### config.mk
export PLATFORM = sky130hd
export DESIGN_NAME = spi_word_engine
export DESIGN_NICKNAME = d
export VERILOG_FILES = /design/src/rtl/spi_we_pkg.sv /design/src/rtl/spi_we_fifo.sv /design/src/rtl/spi_we_shift.sv /design/src/rtl/spi_word_engine.sv
export SDC_FILE = /design/constraint.sdc
export NUM_CORES = 1
export LEC_CHECK = 0
export BUFFER_PORTS_ARGS = -buffer_cell sky130_fd_sc_hd__buf_2
export CAP_MARGIN = 20
export CORE_MARGIN = 2
export CORE_UTILIZATION = 44
export CTS_CLUSTER_DIAMETER = 40
export DETAILED_ROUTE_END_ITERATION = 8
export PLACE_DENSITY = 0.73
export SLEW_MARGIN = 20
export SYNTH_ARGS = -nofsm -noshare
export SYNTH_HDL_FRONTEND = slang
export SYNTH_SLANG_ARGS = --single-unit
export TNS_END_PERCENT = 50
### constraint.sdc
create_clock -name clk -period 4.98 [get_ports clk]
set_input_delay 0.249 -clock clk [delete_from_list [all_inputs] [get_ports clk]]
set_output_delay 0.249 -clock clk [all_outputs]
set_load 0.01 [all_outputs]
### src/rtl/spi_we_pkg.sv
package spi_we_pkg;
   localparam int WORD_W    = 32;
   localparam int RX_ANCHOR = 16;
   localparam int CNT_W     = $clog2(WORD_W + 1);
   localparam int EV_NF     = 8;
   localparam int EV_NE     = 9;
   localparam int EV_OV     = 12;
   localparam int EV_W      = 16;

   typedef enum logic {ST_IDLE, ST_RUN} eng_state_t;
endpackage

### src/rtl/spi_we_fifo.sv
module spi_we_fifo #(
   parameter int W     = 32,
   parameter int DEPTH = 4
) (
   input  logic         clk,
   input  logic         rst_n,
   input  logic         push,
   input  logic [W-1:0] din,
   input  logic         pop,
   output logic [W-1:0] dout,
   output logic         full,
   output logic         empty
);
   localparam int AW = (DEPTH > 1) ? $clog2(DEPTH) : 1;
   localparam int CW = $clog2(DEPTH + 1);

   if (DEPTH < 1) begin : g_bad_depth
      $error("queue depth must be at least 1");
   end

   if (DEPTH == 1) begin : g_single
      logic [W-1:0] q;
      logic         v;
      always_ff @(posedge clk or negedge rst_n) begin
         if (!rst_n) begin
            q <= '0;
            v <= 1'b0;
         end else if (push && !v) begin
            q <= din;
            v <= 1'b1;
         end else if (pop && v) begin
            v <= 1'b0;
         end
      end
      assign dout  = q;
      assign full  = v;
      assign empty = !v;
   end else begin : g_ring
      logic [W-1:0]  mem [DEPTH];
      logic [AW-1:0] wp, rp;
      logic [CW-1:0] cnt;
      logic          do_push, do_pop;

      assign do_push = push && (cnt != CW'(DEPTH));
      assign do_pop  = pop && (cnt != '0);

      always_ff @(posedge clk) begin
         if (do_push) mem[wp] <= din;
      end

      always_ff @(posedge clk or negedge rst_n) begin
         if (!rst_n) begin
            wp  <= '0;
            rp  <= '0;
            cnt <= '0;
         end else begin
            if (do_push) wp <= (wp == AW'(DEPTH - 1)) ? '0 : wp + 1'b1;
            if (do_pop)  rp <= (rp == AW'(DEPTH - 1)) ? '0 : rp + 1'b1;
            if (do_push && !do_pop)      cnt <= cnt + 1'b1;
            else if (do_pop && !do_push) cnt <= cnt - 1'b1;
         end
      end

      assign dout  = mem[rp];
      assign full  = (cnt == CW'(DEPTH));
      assign empty = (cnt == '0);

      assert_count_bound_R12: assert property (@(posedge clk) disable iff (!rst_n)
         cnt <= CW'(DEPTH));
   end
endmodule

### src/rtl/spi_we_shift.sv
module spi_we_shift
   import spi_we_pkg::*;
(
   input  logic              clk,
   input  logic              rst_n,
   input  logic              tick,
   input  logic              start,
   input  logic [WORD_W-1:0] start_word,
   input  logic [CNT_W-1:0]  nbits,
   input  logic              msb_first,
   input  logic              wide,
   input  logic              loop,
   input  logic              miso,
   output logic              busy,
   output logic              done,
   output logic              sck,
   output logic              mosi,
   output logic [WORD_W-1:0] rx_word
);
   eng_state_t        st;
   logic [WORD_W-1:0] sr, acc;
   logic [CNT_W-1:0]  cnt;
   logic              sck_q, msb_q, wide_q, done_q, rx_bit;

   assign mosi   = msb_q ? sr[WORD_W-1] : sr[0];
   assign rx_bit = loop ? mosi : miso;

   always_ff @(posedge clk or negedge rst_n) begin
      if (!rst_n) begin
         st     <= ST_IDLE;
         sr     <= '0;
         acc    <= '0;
         cnt    <= '0;
         sck_q  <= 1'b0;
         msb_q  <= 1'b1;
         wide_q <= 1'b0;
         done_q <= 1'b0;
      end else begin
         done_q <= 1'b0;
         case (st)
            ST_IDLE: if (start) begin
               sr     <= start_word;
               acc    <= '0;
               cnt    <= nbits;
               msb_q  <= msb_first;
               wide_q <= wide;
               sck_q  <= 1'b0;
               st     <= ST_RUN;
            end
            ST_RUN: if (tick) begin
               if (!sck_q) begin
                  sck_q <= 1'b1;
                  acc   <= msb_q ? {acc[WORD_W-2:0], rx_bit} : {rx_bit, acc[WORD_W-1:1]};
               end else begin
                  sck_q <= 1'b0;
                  sr    <= msb_q ? (sr << 1) : (sr >> 1);
                  cnt   <= cnt - 1'b1;
                  if (cnt == CNT_W'(1)) begin
                     st     <= ST_IDLE;
                     done_q <= 1'b1;
                  end
               end
            end
            default: st <= ST_IDLE;
         endcase
      end
   end

   assign busy    = (st == ST_RUN);
   assign done    = done_q;
   assign sck     = sck_q;
   assign rx_word = wide_q ? acc : (msb_q ? (acc << RX_ANCHOR) : (acc >> RX_ANCHOR));

   assert_sck_hold_R6: assert property (@(posedge clk) disable iff (!rst_n)
      !tick |=> $stable(sck));
   assert_mosi_steady_R6: assert property (@(posedge clk) disable iff (!rst_n)
      sck |-> $stable(mosi));
   assert_idle_low_R10: assert property (@(posedge clk) disable iff (!rst_n)
      !busy |-> !sck);
endmodule

### src/rtl/spi_word_engine.sv
module spi_word_engine
   import spi_we_pkg::*;
#(
   parameter int TX_DEPTH = 4,
   parameter int RX_DEPTH = 2,
   parameter int NSEL     = 4
) (
   input  logic              clk,
   input  logic              rst_n,
   input  logic              sck_tick,
   input  logic              cfg_en,
   input  logic              cfg_loop,
   input  logic              cfg_msb_first,
   input  logic              cfg_wide,
   input  logic [3:0]        cfg_len,
   input  logic              tx_we,
   input  logic [31:0]       tx_wdata,
   input  logic              rx_re,
   output logic [31:0]       rx_rdata,
   input  logic [15:0]       evt_clr_mask,
   input  logic              evt_clr_we,
   output logic [15:0]       events,
   input  logic              sel_we,
   input  logic [NSEL-1:0]   sel_wdata,
   output logic [NSEL-1:0]   ss_n,
   output logic              sck,
   output logic              mosi,
   input  logic              miso
);
   if (NSEL < 1 || NSEL > 32) begin : g_bad_nsel
      $error("NSEL must lie in 1..32");
   end
   if (TX_DEPTH < 1 || RX_DEPTH < 1) begin : g_bad_depths
      $error("queue depths must be at least 1");
   end

   logic [WORD_W-1:0] tx_head, rx_word;
   logic              tx_full, tx_empty, rx_full, rx_empty;
   logic              busy, done, start, rx_push, ov_q;
   logic [CNT_W-1:0]  nbits;
   logic [NSEL-1:0]   ss_q;
   logic              unused_clr;

   assign unused_clr = ^{evt_clr_mask[15:13], evt_clr_mask[11:0]};
   assign nbits      = cfg_wide ? CNT_W'(WORD_W) : (CNT_W'(cfg_len) + 1'b1);
   assign start      = cfg_en && !busy && !tx_empty;
   assign rx_push    = done && !rx_full;

   spi_we_fifo #(.W(WORD_W), .DEPTH(TX_DEPTH)) u_txq (
      .clk(clk), .rst_n(rst_n), .push(tx_we), .din(tx_wdata), .pop(start),
      .dout(tx_head), .full(tx_full), .empty(tx_empty));

   spi_we_fifo #(.W(WORD_W), .DEPTH(RX_DEPTH)) u_rxq (
      .clk(clk), .rst_n(rst_n), .push(rx_push), .din(rx_word), .pop(rx_re),
      .dout(rx_rdata), .full(rx_full), .empty(rx_empty));

   spi_we_shift u_shift (
      .clk(clk), .rst_n(rst_n), .tick(sck_tick), .start(start),
      .start_word(tx_head), .nbits(nbits), .msb_first(cfg_msb_first),
      .wide(cfg_wide), .loop(cfg_loop), .miso(miso), .busy(busy),
      .done(done), .sck(sck), .mosi(mosi), .rx_word(rx_word));

   always_ff @(posedge clk or negedge rst_n) begin
      if (!rst_n) begin
         ov_q <= 1'b0;
         ss_q <= '1;
      end else begin
         if (done && rx_full)                            ov_q <= 1'b1;
         else if (evt_clr_we && evt_clr_mask[EV_OV])     ov_q <= 1'b0;
         if (sel_we) ss_q <= sel_wdata;
      end
   end

   always_comb begin
      events        = '0;
      events[EV_NF] = !tx_full;
      events[EV_NE] = !rx_empty;
      events[EV_OV] = ov_q;
   end

   assign ss_n = ss_q;

   assert_sel_hold_R11: assert property (@(posedge clk) disable iff (!rst_n)
      !sel_we |=> $stable(ss_n));
   assert_ov_cause_R9: assert property (@(posedge clk) disable iff (!rst_n)
      $rose(ov_q) |-> $past(done && rx_full));
   assert_start_gate_R10: assert property (@(posedge clk) disable iff (!rst_n)
      $rose(busy) |-> $past(cfg_en));
endmodule

==> results of run 1 <==
==> path summary, 6_finish.rpt <==
check,from,end
setup / recovery,u_txq.g_ring.cnt[1],u_txq.g_ring.cnt[2]
setup reg to reg,u_txq.g_ring.cnt[1],u_txq.g_ring.cnt[2]
hold / removal,cfg_wide,u_shift.wide_q
max in group asynchronous,rst_n,u_txq.g_ring.rp[0]
hold reg to reg,u_shift.wide_q,u_shift.wide_q
min in group asynchronous,rst_n,u_rxq.g_ring.rp
==> cells by family (layout without fill, tap and decap cells) <==
group	count (synthesis)	in the layout	share of synthesized area [%]
other cells	1	15	0.0304
fa+ha+maj	11	11	1.18
simple gates	268	268	9.43
flops	283	283	65.3
mux	107	107	12.4
xor+xnor	14	14	0.996
buf+inv	93	236	4.10
compound gates	149	149	6.53
==> cells in the mapped netlist (all sizes together) (2+ instances only) <==
cell	instances	area share, %
xnor2	8	0.57
nor2	16	0.49
clkbuf	17	0.52
dfrtp	86	17
nor3	3	0.12
inv	24	0.73
a211oi	3	0.22
ha	10	1.0
xor2	6	0.43
edfxtp	192	47
and2	3	0.15
o21a	2	0.12
dfstp	5	1.1
mux2	43	3.9
mux4	32	5.9
nand3	35	1.4
o21ai	125	5.1
mux2i	32	2.6
nand3b	2	0.15
or3	2	0.10
nand2	179	5.5
a31oi	2	0.10
nand2b	17	0.86
a21oi	9	0.37
buf	52	2.9
nor4	2	0.10
and3	5	0.25
==> report_power, final <==
group / total, mW / switching (mW) / leakage [nW] / internal (mW)
registers: 3.45 / 0.395 / 2.95 / 3.06
logic: 1.78 / 0.962 / 2.08 / 0.818
clock network: 2.75 / 1.04 / 0.644 / 1.71
total: 7.99 / 2.40 / 5.67 / 5.59
==> routing by layer <==
layer / GRT usage, % / up-vias / routed length, um
li1: - / 3584 / -
met1: 20.5 / 3683 / 10100
met2: 29.5 / 176 / 12300
met3: 3.06 / 31 / 1100
met4: 4.86 / 0 / 369
met5: 0 / - / 0
==> sequential cells by signal (all words and copies together), names as in the netlist <==
| signal | count |
|---|---|
| ov_q | 1 |
| ss_n | 4 |
| u_rxq.g_ring.cnt | 2 |
| u_rxq.g_ring.mem | 64 |
| u_rxq.g_ring.rp | 1 |
| u_rxq.g_ring.wp | 1 |
| u_shift.acc | 32 |
| u_shift.busy | 1 |
| u_shift.cnt | 6 |
| u_shift.done | 1 |
| u_shift.msb_q | 1 |
| u_shift.sck | 1 |
| u_shift.sr | 32 |
| u_shift.wide_q | 1 |
| u_txq.g_ring.cnt | 3 |
| u_txq.g_ring.mem | 128 |
| u_txq.g_ring.rp | 2 |
| u_txq.g_ring.wp | 2 |
==> stage by stage <==
| step | std cells | util (%) | hold slack [ps] | power [mW] | instance area [um^2] |
|---|---|---|---|---|---|
| after global routing | 1460 | 53.0 | 18.9 | 8.43 | 14700 |
| final | 1461 | 53.0 | 22.9 | 7.99 | 14700 |
| after floorplan | 938 | - | -46.6 | 4.80 | 12400 |
| after global placement | 1353 | 46.9 | 268 | 5.20 | 13000 |
| after detailed placement | 1353 | 46.9 | 275 | 5.27 | 13000 |
| after CTS | 1459 | 53.0 | 6.26 | 8.07 | 14700 |
==> final cells by class <==
class / instances / area (um^2)
multi-input cells: 562 / 3820
clock inverters: 23 / 246
fillers: 2253 / 13000
repair buffers: 143 / 936
flip-flops and latches: 283 / 8060
inverters: 24 / 90.1
well taps: 378 / 473
diodes: 2 / 5.00
clock buffers: 46 / 1060
==> critical path: stages (launching register included) <==
cell,delay (ps)
dfrtp_1,440
o31ai_4,720
nor2_1,250
inv_2,220
ha_1,210
inv_1,60
fa_1,370
xor2_1,170
nor2_1,110
xor2_1,150
==> impl_results.md, run 1 <==
- Post-CTS Setup Bufs: 0
- Drt first pass iters: 5
- Layout Nets: 1131
- Crit path max fanout: 14
- Initial core utilization: 44.5%
- Asr flop ratio synth: 32.2%
- Site row count: 61
- Max cap viols: 0
- Via/cell ratio: 5.12
- Vias: 7474
- Register area share after synthesis: 65.3%
- Post-layout min period: 2770 ps
- Placeable Area: 0.0277 mm^2
- FMAX: 361 MHz
- Gr usage total: 16.5%
- # port buffers: 93
- Run status: finished clean
- Vias in the first global route: 7509
- Initial antenna violation count: 1
- ANT nets after route: 0
- Syn avg cell area: 13.3 um^2
- Most common cell after layout, fill and taps aside: edfxtp_1
- Mapped Area: 0.0123 mm^2
- Die Width: 171 um
- DRT iter0 DRCs: 526
- Hold_buf cts: 37
- Final count of hold timing violations: 0
- Power per cell area: 544 mW/mm^2
- Clock root cell: clkbuf_16
- Hold crit path type: in2reg
- Most frequent cells in the layout: edfxtp_1 (192), nand2_1 (179), buf_2 (92)
- Worst VDD drop: 0.336 mV
- Leakage power: 5.67 nW
- Synth Flop Type: edfxtp_1
- Nature of the critical path endpoint: flip-flop
- Clock sinks: 283
- Max-slew violation count: 0
- Wire per inst: 16.3 um
- Layout Skew: 14.0 ps
- Gr ovfl total: 0
- H-tree depth: 2
- Worst EP arrival: 3200 ps
- Chip height: 171 um
- Proportion of layout cells with a drive suffix above 1: 24.3%
- Crit path kind: reg2reg
- R2R cell count: 9
- Slew HR: 33.1%
- Hold depth: 3
- Seq cells post-synth: 283
- WL final: 23900 um
- FF-to-FF setup slack: 2210 ps
- Fin worst setup slack: 2210 ps
- DIE AREA: 0.0293 mm^2
- Worst Setup Start Kind: flip-flop
- Final TNS setup: 0 ps
- Gpl congestion: 0.754
- HPWL after DPL: 14100 um
- Synth warn: 0
- Data required, critical path: 5410 ps
- CTS clk-pin slew, worst paths: 50 ps
- Yosys cell types: 51
- Clk buf depth: 3
- IO Pins: 122
- Largest net degree at the start of global routing: 99
- RSZ-0062 raised after global routing: no
- Cts repair resizes: 0
- Drt drc: 0
- CTS tree: done
- TritonCTS buffer count: 38
- Worst Tran Pin Value: 1000 ps
- Post-Synthesis Cells: 926
- Post-synth EDFFs: 192
- Finish-stage setup viols: 0
- Dpl ws: 2250 ps
- Final period utilization: 55.7%
- Area grow syn2layout: 19.3%
- Global-route wire length before repair: 38100 um
- Worst skew pair latency: 510 ps
Power figures use the tool's default switching activity.
==> run 2: changes to the inputs <==
--- a/config.mk
+++ b/config.mk
@@ -11,7 +11,7 @@
 export CORE_UTILIZATION = 44
 export CTS_CLUSTER_DIAMETER = 40
 export DETAILED_ROUTE_END_ITERATION = 8
-export PLACE_DENSITY = 0.73
+export PLACE_DENSITY = 0.76
 export SLEW_MARGIN = 20
 export SYNTH_ARGS = -nofsm -noshare
 export SYNTH_HDL_FRONTEND = slang
==> constraint.sdc (replaced) <==
create_clock -name clk -period 2.3 [get_ports clk]
set_input_delay 0.115 -clock clk [delete_from_list [all_inputs] [get_ports clk]]
set_output_delay 0.115 -clock clk [all_outputs]
set_load 0.01 [all_outputs]
==> run 2 against run 1 <==
Effect of this change:
- die area is the same
- setup slack worse by 2000 ps
- final cell count increased by 1.3%
- cell area rose by 1.5%
- flip-flop and latch count stayed put
- clock skew fell by 3.0 ps
- largest cell class unchanged
- largest power group unchanged
==> impl_results.md, run 2 (synthesized netlist as in run 1, its figures left out) <==
- Final TNS setup: 0 ps (unchanged)
- Gr ovfl total: 0 (unchanged)
- Max cap viols: 0 (unchanged)
- Data required, critical path: 2730 ps (was 5410 ps)
- Worst EP arrival: 2530 ps (was 3200 ps)
- Register Area: 0.00806 mm^2 (unchanged)
- Run status: finished clean (unchanged)
- Worst Tran Pin Value: 853 ps (was 1000 ps)
- Placeable Area: 0.0277 mm^2 (unchanged)
- Crit path kind: reg2reg (unchanged)
- Cts repair resizes: 0 (unchanged)
- Vias: 7569 (was 7474)
- Gpl congestion: 0.770 (was 0.754)
- RSZ-0062 raised after global routing: no (unchanged)
- Worst Setup Start Kind: flip-flop (unchanged)
- Post-layout min period: 2110 ps (was 2770 ps)
- Power per cell area: 1150 mW/mm^2 (was 544 mW/mm^2)
- Clk buf depth: 3 (unchanged)
- FMAX: 475 MHz (was 361 MHz)
- Initial core utilization: 44.5% (unchanged)
- Post-CTS Setup Bufs: 0 (unchanged)
- ANT nets after route: 0 (unchanged)
- Crit path max fanout: 7 (was 14)
- Gr usage total: 16.7% (was 16.5%)
- Worst VDD drop: 0.784 mV (was 0.336 mV)
- Clock sinks: 283 (unchanged)
- Proportion of layout cells with a drive suffix above 1: 24.5% (was 24.3%)
- Top flop regs: u_txq.g_ring.mem (128), u_rxq.g_ring.mem (64) (unchanged)
- Hold_buf cts: 49 (was 37)
- Die Width: 171 um (unchanged)
- Via/cell ratio: 5.11 (was 5.12)
- WL final: 23900 um (about the same)
- Initial antenna violation count: 0 (was 1)
- CTS clk-pin slew, worst paths: 60 ps (was 50 ps)
- Slew HR: 43.1% (was 33.1%)
- Most frequent cells in the layout: edfxtp_1 (192), nand2_1 (179), buf_2 (92) (unchanged)
- Hold crit path type: in2reg (unchanged)
- Nature of the critical path endpoint: flip-flop (unchanged)
- Vias in the first global route: 7665 (was 7509)
- Layout Skew: 11.0 ps (was 14.0 ps)
- Fin util: 53.8% (was 53.0%)
- Site row count: 61 (unchanged)
- Max-slew violation count: 0 (unchanged)
- Chip height: 171 um (unchanged)
- Largest net degree at the start of global routing: 75 (was 99)
- Leakage power: 5.75 nW (was 5.67 nW)
- Total power: 17.2 mW (was 7.99 mW)
- Drt drc: 0 (unchanged)
- DIE AREA: 0.0293 mm^2 (unchanged)
- DRT iter0 DRCs: 558 (was 526)
- Multi-input gate area: 0.00381 mm^2 (was 0.00382 mm^2)
- N_diodes: 0 (was 2)
- IO Pins: 122 (unchanged)
- CTS tree: done (unchanged)
- Most flops, register: u_txq.g_ring.mem (unchanged)
- WHS: 48.0 ps (was 22.9 ps)
- Clock root cell: clkbuf_16 (unchanged)
- Final period utilization: 91.6% (was 55.7%)
- Area grow syn2layout: 21.0% (was 19.3%)
- Drt first pass iters: 5 (unchanged)
- # port buffers: 93 (unchanged)
- Worst skew pair latency: 500 ps (was 510 ps)
- TritonCTS buffer count: 37 (was 38)
- Finish-stage setup viols: 0 (unchanged)
- Most common cell after layout, fill and taps aside: edfxtp_1 (unchanged)
- Layout Nets: 1152 (was 1131)
- Wire per inst: 16.1 um (was 16.3 um)
- # fillers: 2270 (was 2253)
- Final count of hold timing violations: 0 (unchanged)
- H-tree depth: 2 (unchanged)
- Global-route wire length before repair: 38800 um (was 38100 um)
- HPWL after DPL: 14400 um (was 14100 um)
- Max reg flops: 128 (unchanged)
## run 2: stage by stage
step | area [um^2] | setup slack, ps | cells
floorplan | 12400 | 223 | 938
global placement | 13200 | 236 | 1363
detailed placement | 13200 | 212 | 1363
CTS | 14900 | 194 | 1480
global route | 14900 | 72.1 | 1480
finish | 14900 | 193 | 1480
## run 2: cell type report
type                            count  area share, %
Inverter                           24          0.604
Sequential cell                   283           54.0
Clock buffer                       43           6.71
Tap cell                          378           3.17
Clock inverter                     25           1.66
Timing Repair Buffer              165           8.26
Multi-Input combinational cell    562           25.6
## run 2: critical path, cell delays in order (launching register included)
cell and delay [ps]:
dfrtp_1 440, o31ai_4 280, nor2_1 100, inv_2 160
ha_1 200, inv_1 60, fa_1 370, xor2_1 160
nor2_1 110, xor2_1 150
## run 2: worst paths after layout
| path | from | endpoint | slack [ps] | cells after the start |
|---|---|---|---|---|
| max reg2reg | u_txq.g_ring.cnt[1] | u_txq.g_ring.cnt[2] | 190 | 9 |
| max in group asynchronous | rst_n | u_shift.sr[27] | 1260 | 3 |
| max | u_txq.g_ring.cnt[1] | u_txq.g_ring.cnt[2] | 190 | 9 |
| min reg2reg | u_rxq.g_ring.rp | u_rxq.g_ring.rp | 470 | 1 |
| min | cfg_len[0] | u_shift.cnt[0] | 50 | 4 |
| min in group asynchronous | rst_n | u_shift.acc[10] | 290 | 2 |
## run 2: metal layers
| metal | up-vias | global-route usage, % | share of wire (%) |
|---|---|---|---|
| li1 | 3624 | - | - |
| met5 | - | 0 | 0 |
| met3 | 42 | 3.43 | 4.7 |
| met1 | 3711 | 19.9 | 41 |
| met2 | 192 | 30.8 | 53 |
| met4 | 0 | 4.02 | 1.7 |
## run 2: where the power goes
group | internal (mW) | total, mW | switching, mW
Sequential | 6.62 | 7.35 | 0.732
Clock | 3.51 | 5.68 | 2.17
Combinational | 1.94 | 4.18 | 2.24
==> run 3: changes to the inputs <==
--- a/config.mk
+++ b/config.mk
@@ -7,11 +7,12 @@
 export LEC_CHECK = 0
 export BUFFER_PORTS_ARGS = -buffer_cell sky130_fd_sc_hd__buf_2
 export CAP_MARGIN = 20
+export CORE_ASPECT_RATIO = 0.7
 export CORE_MARGIN = 2
-export CORE_UTILIZATION = 44
+export CORE_UTILIZATION = 30
 export CTS_CLUSTER_DIAMETER = 40
 export DETAILED_ROUTE_END_ITERATION = 8
-export PLACE_DENSITY = 0.76
+export PLACE_DENSITY = 0.59
 export SLEW_MARGIN = 20
 export SYNTH_ARGS = -nofsm -noshare
 export SYNTH_HDL_FRONTEND = slang
==> run 3 against run 2 <==
Effect of this change:
- cell area grew 2.0%
- clock power grew 5.1%
- total power grew 2.2%
- largest cell class unchanged
- highest routed layer is now met5
==> impl_results.md, run 3 (synthesized netlist as in run 1, its figures left out) <==
- Worst Setup Start Kind: flip-flop (unchanged)
- Drt first pass iters: 5 (unchanged)
- Finish-stage setup viols: 0 (unchanged)
- Final period utilization: 90.9% (was 91.6%)
- Worst skew pair latency: 520 ps (was 500 ps)
- Gr usage total: 12.2% (was 16.7%)
- Gpl congestion: 0.759 (was 0.770)
- RSZ-0062 raised after global routing: no (unchanged)
- Largest net degree at the start of global routing: 108 (was 75)
- Leakage power: 5.78 nW (was 5.75 nW)
- Data required, critical path: 2740 ps (was 2730 ps)
- Most flops, register: u_txq.g_ring.mem (unchanged)
- Vias in the first global route: 7465 (was 7665)
- HPWL after DPL: 15700 um (was 14400 um)
- Post-layout min period: 2090 ps (was 2110 ps)
- Top flop regs: u_txq.g_ring.mem (128), u_rxq.g_ring.mem (64) (unchanged)
- Fin worst setup slack: 209 ps (was 193 ps)
- Crit path from: u_txq.g_ring.cnt[1] (unchanged)
- Crit-path slowest cell: dfrtp_1 (unchanged)
- R2R cell count: 9 (unchanged)
- R2r endpoint: u_txq.g_ring.cnt[2] (unchanged)
- IO Pins: 122 (unchanged)
- CP peak stage delay: 440 ps (about the same)
- Area grow syn2layout: 23.4% (was 21.0%)
- Initial antenna violation count: 1 (was 0)
- Global-route wire length before repair: 41500 um (was 38800 um)
- Placeable Area: 0.0407 mm^2 (was 0.0277 mm^2)
- H-tree depth: 2 (unchanged)
- Final count of hold timing violations: 0 (unchanged)
- Worst EP arrival: 2530 ps (about the same)
- Clk buf depth: 3 (unchanged)
- Vias: 7450 (was 7569)
- Most common cell after layout, fill and taps aside: edfxtp_1 (unchanged)
- Clock sinks: 283 (unchanged)
- DIE AREA: 0.0427 mm^2 (was 0.0293 mm^2)
- Site row count: 62 (was 61)
- Crit path max fanout: 7 (unchanged)
- Via/cell ratio: 4.53 (was 5.11)
- Worst Tran Pin Value: 625 ps (was 853 ps)
- DRT iter0 DRCs: 517 (was 558)
- Final TNS setup: 0 ps (unchanged)
- N_diodes: 0 (unchanged)
- Max-slew violation count: 0 (unchanged)
- Hold crit path type: in2reg (unchanged)
- Chip height: 174 um (was 171 um)
- Gr ovfl total: 0 (unchanged)
- # port buffers: 93 (unchanged)
- Dpl ws: 196 ps (was 212 ps)
- Wire per inst: 15.6 um (was 16.1 um)
- Run status: finished clean (unchanged)
- Worst VDD drop: 0.578 mV (was 0.784 mV)
- WHS: 24.8 ps (was 48.0 ps)
- Most frequent cells in the layout: edfxtp_1 (192), nand2_1 (179), buf_2 (92) (unchanged)
- R2r startpoint: u_txq.g_ring.cnt[1] (unchanged)
- Layout Skew: 16.9 ps (was 11.0 ps)
- CTS clk-pin slew, worst paths: 60 ps (about the same)
- Post-CTS Setup Bufs: 0 (unchanged)
- Nature of the critical path endpoint: flip-flop (unchanged)
- Drt drc: 0 (unchanged)
- # fillers: 3907 (was 2270)
- Die Width: 246 um (was 171 um)
- Cell Chain, Critical Path: o31ai_4 > nor2_1 > inv_2 > ha_1 > inv_1 > fa_1 > xor2_1 > nor2_1 > xor2_1 (unchanged)
- Cts repair resizes: 0 (unchanged)
- TritonCTS buffer count: 35 (was 37)
- FF-to-FF setup slack: 210 ps (was 190 ps)
- Max reg flops: 128 (unchanged)
- Proportion of layout cells with a drive suffix above 1: 24.4% (was 24.5%)
- FMAX: 478 MHz (was 475 MHz)
- Slew HR: 58.4% (was 43.1%)
- CTS tree: done (unchanged)
- ANT nets after route: 0 (unchanged)
- Initial core utilization: 30.2% (was 44.5%)
- Power per cell area: 1160 mW/mm^2 (was 1150 mW/mm^2)
- Layout Nets: 1152 (unchanged)
- Max cap viols: 0 (unchanged)
- Crit path kind: reg2reg (unchanged)
- WL final: 25600 um (was 23900 um)
- Clock root cell: clkbuf_16 (unchanged)
- Worst setup endpoint: u_txq.g_ring.cnt[2] (unchanged)
[run 3: cell types whose count changed in the layout (fill, tap and decap cells not counted), sizes merged]
cell         previous run  this run
clkbuf                 43        41
clkinv                 11         6
inv                    31        30
dlygate4sd3            49        51
bufinv                  3         7
[run 3: power breakdown]
| part | total [mW] | leakage, nW | internal [mW] | switching, mW |
|---|---|---|---|---|
| sequential | 7.36 | 2.95 | 6.61 | 0.750 |
| clock | 5.97 | 0.610 | 3.75 | 2.22 |
| combinational | 4.24 | 2.22 | 1.96 | 2.28 |
| total | 17.6 | 5.78 | 12.3 | 5.26 |
[run 3: worst min-delay path by stage]
| stage | slack (ps) | to | depth (start not counted) | startpoint |
|---|---|---|---|---|
| 6_report | 20 | u_shift.cnt[1] | 4 | cfg_len[1] |
| 5_1_grt | 80 | u_shift.cnt[1] | 4 | cfg_len[1] |
| 4_1_cts | 5 | u_shift.cnt[1] | 4 | cfg_len[1] |
| 3_5_place_dp | 140 | u_shift.acc[12] | 1 | rst_n |
| 3_3_place_gp | 140 | u_shift.acc[13] | 1 | rst_n |
| 2_1_floorplan | -180 | ov_q | 0 | rst_n |
[run 3: critical path: cells and delay by family (launching register included)]
kind                     cells  cell delay [ps]
AND/OR/NAND/NOR              2              200
buffers and inverters        2              200
flip-flops                   1              440
AO/OA/AOI/OAI                1              270
adder cells (fa/ha/maj)      2              580
XOR/XNOR                     2              320
[run 3: what timing repair did]
| action | in CTS | in global routing |
|---|---|---|
| hold buffers | 51 | 0 |
| hold endpoints to repair | 176 | 0 |
| endpoints found under the setup margin | 0 | 0 |
[run 3: final cells by class]
| class | count | area, um^2 | area share, % |
|---|---|---|---|
| flip-flops and latches | 283 | 8060 | 53.0 |
| clock inverters | 23 | 345 | 2.27 |
| multi-input cells | 562 | 3810 | 25.1 |
| repair buffers | 167 | 1290 | 8.48 |
| well taps | 544 | 681 | 4.48 |
| inverters | 24 | 90.1 | 0.593 |
| clock buffers | 41 | 930 | 6.12 |
[run 3: stage by stage]
stage          instance area, um^2  power, mW  utilization, %  std cells
3_5_place_dp                 13400       11.7            32.9       1529
3_3_place_gp                 13400       11.6            32.9       1529
6_report                     15200       17.6            37.3       1644
4_1_cts                      15200       17.8            37.3       1644
2_1_floorplan                12400       10.4               -        938
5_1_grt                      15200       18.7            37.3       1644
[run 3: routing by layer]
metal / share of wire [%] / global-route usage, % / wire length, um
met1: 46 / 16.8 / 11900
met2: 48 / 19.8 / 12200
met4: 1.2 / 2.42 / 300
met3: 4.8 / 2.82 / 1230
met5: 0.027 / 0 / 7
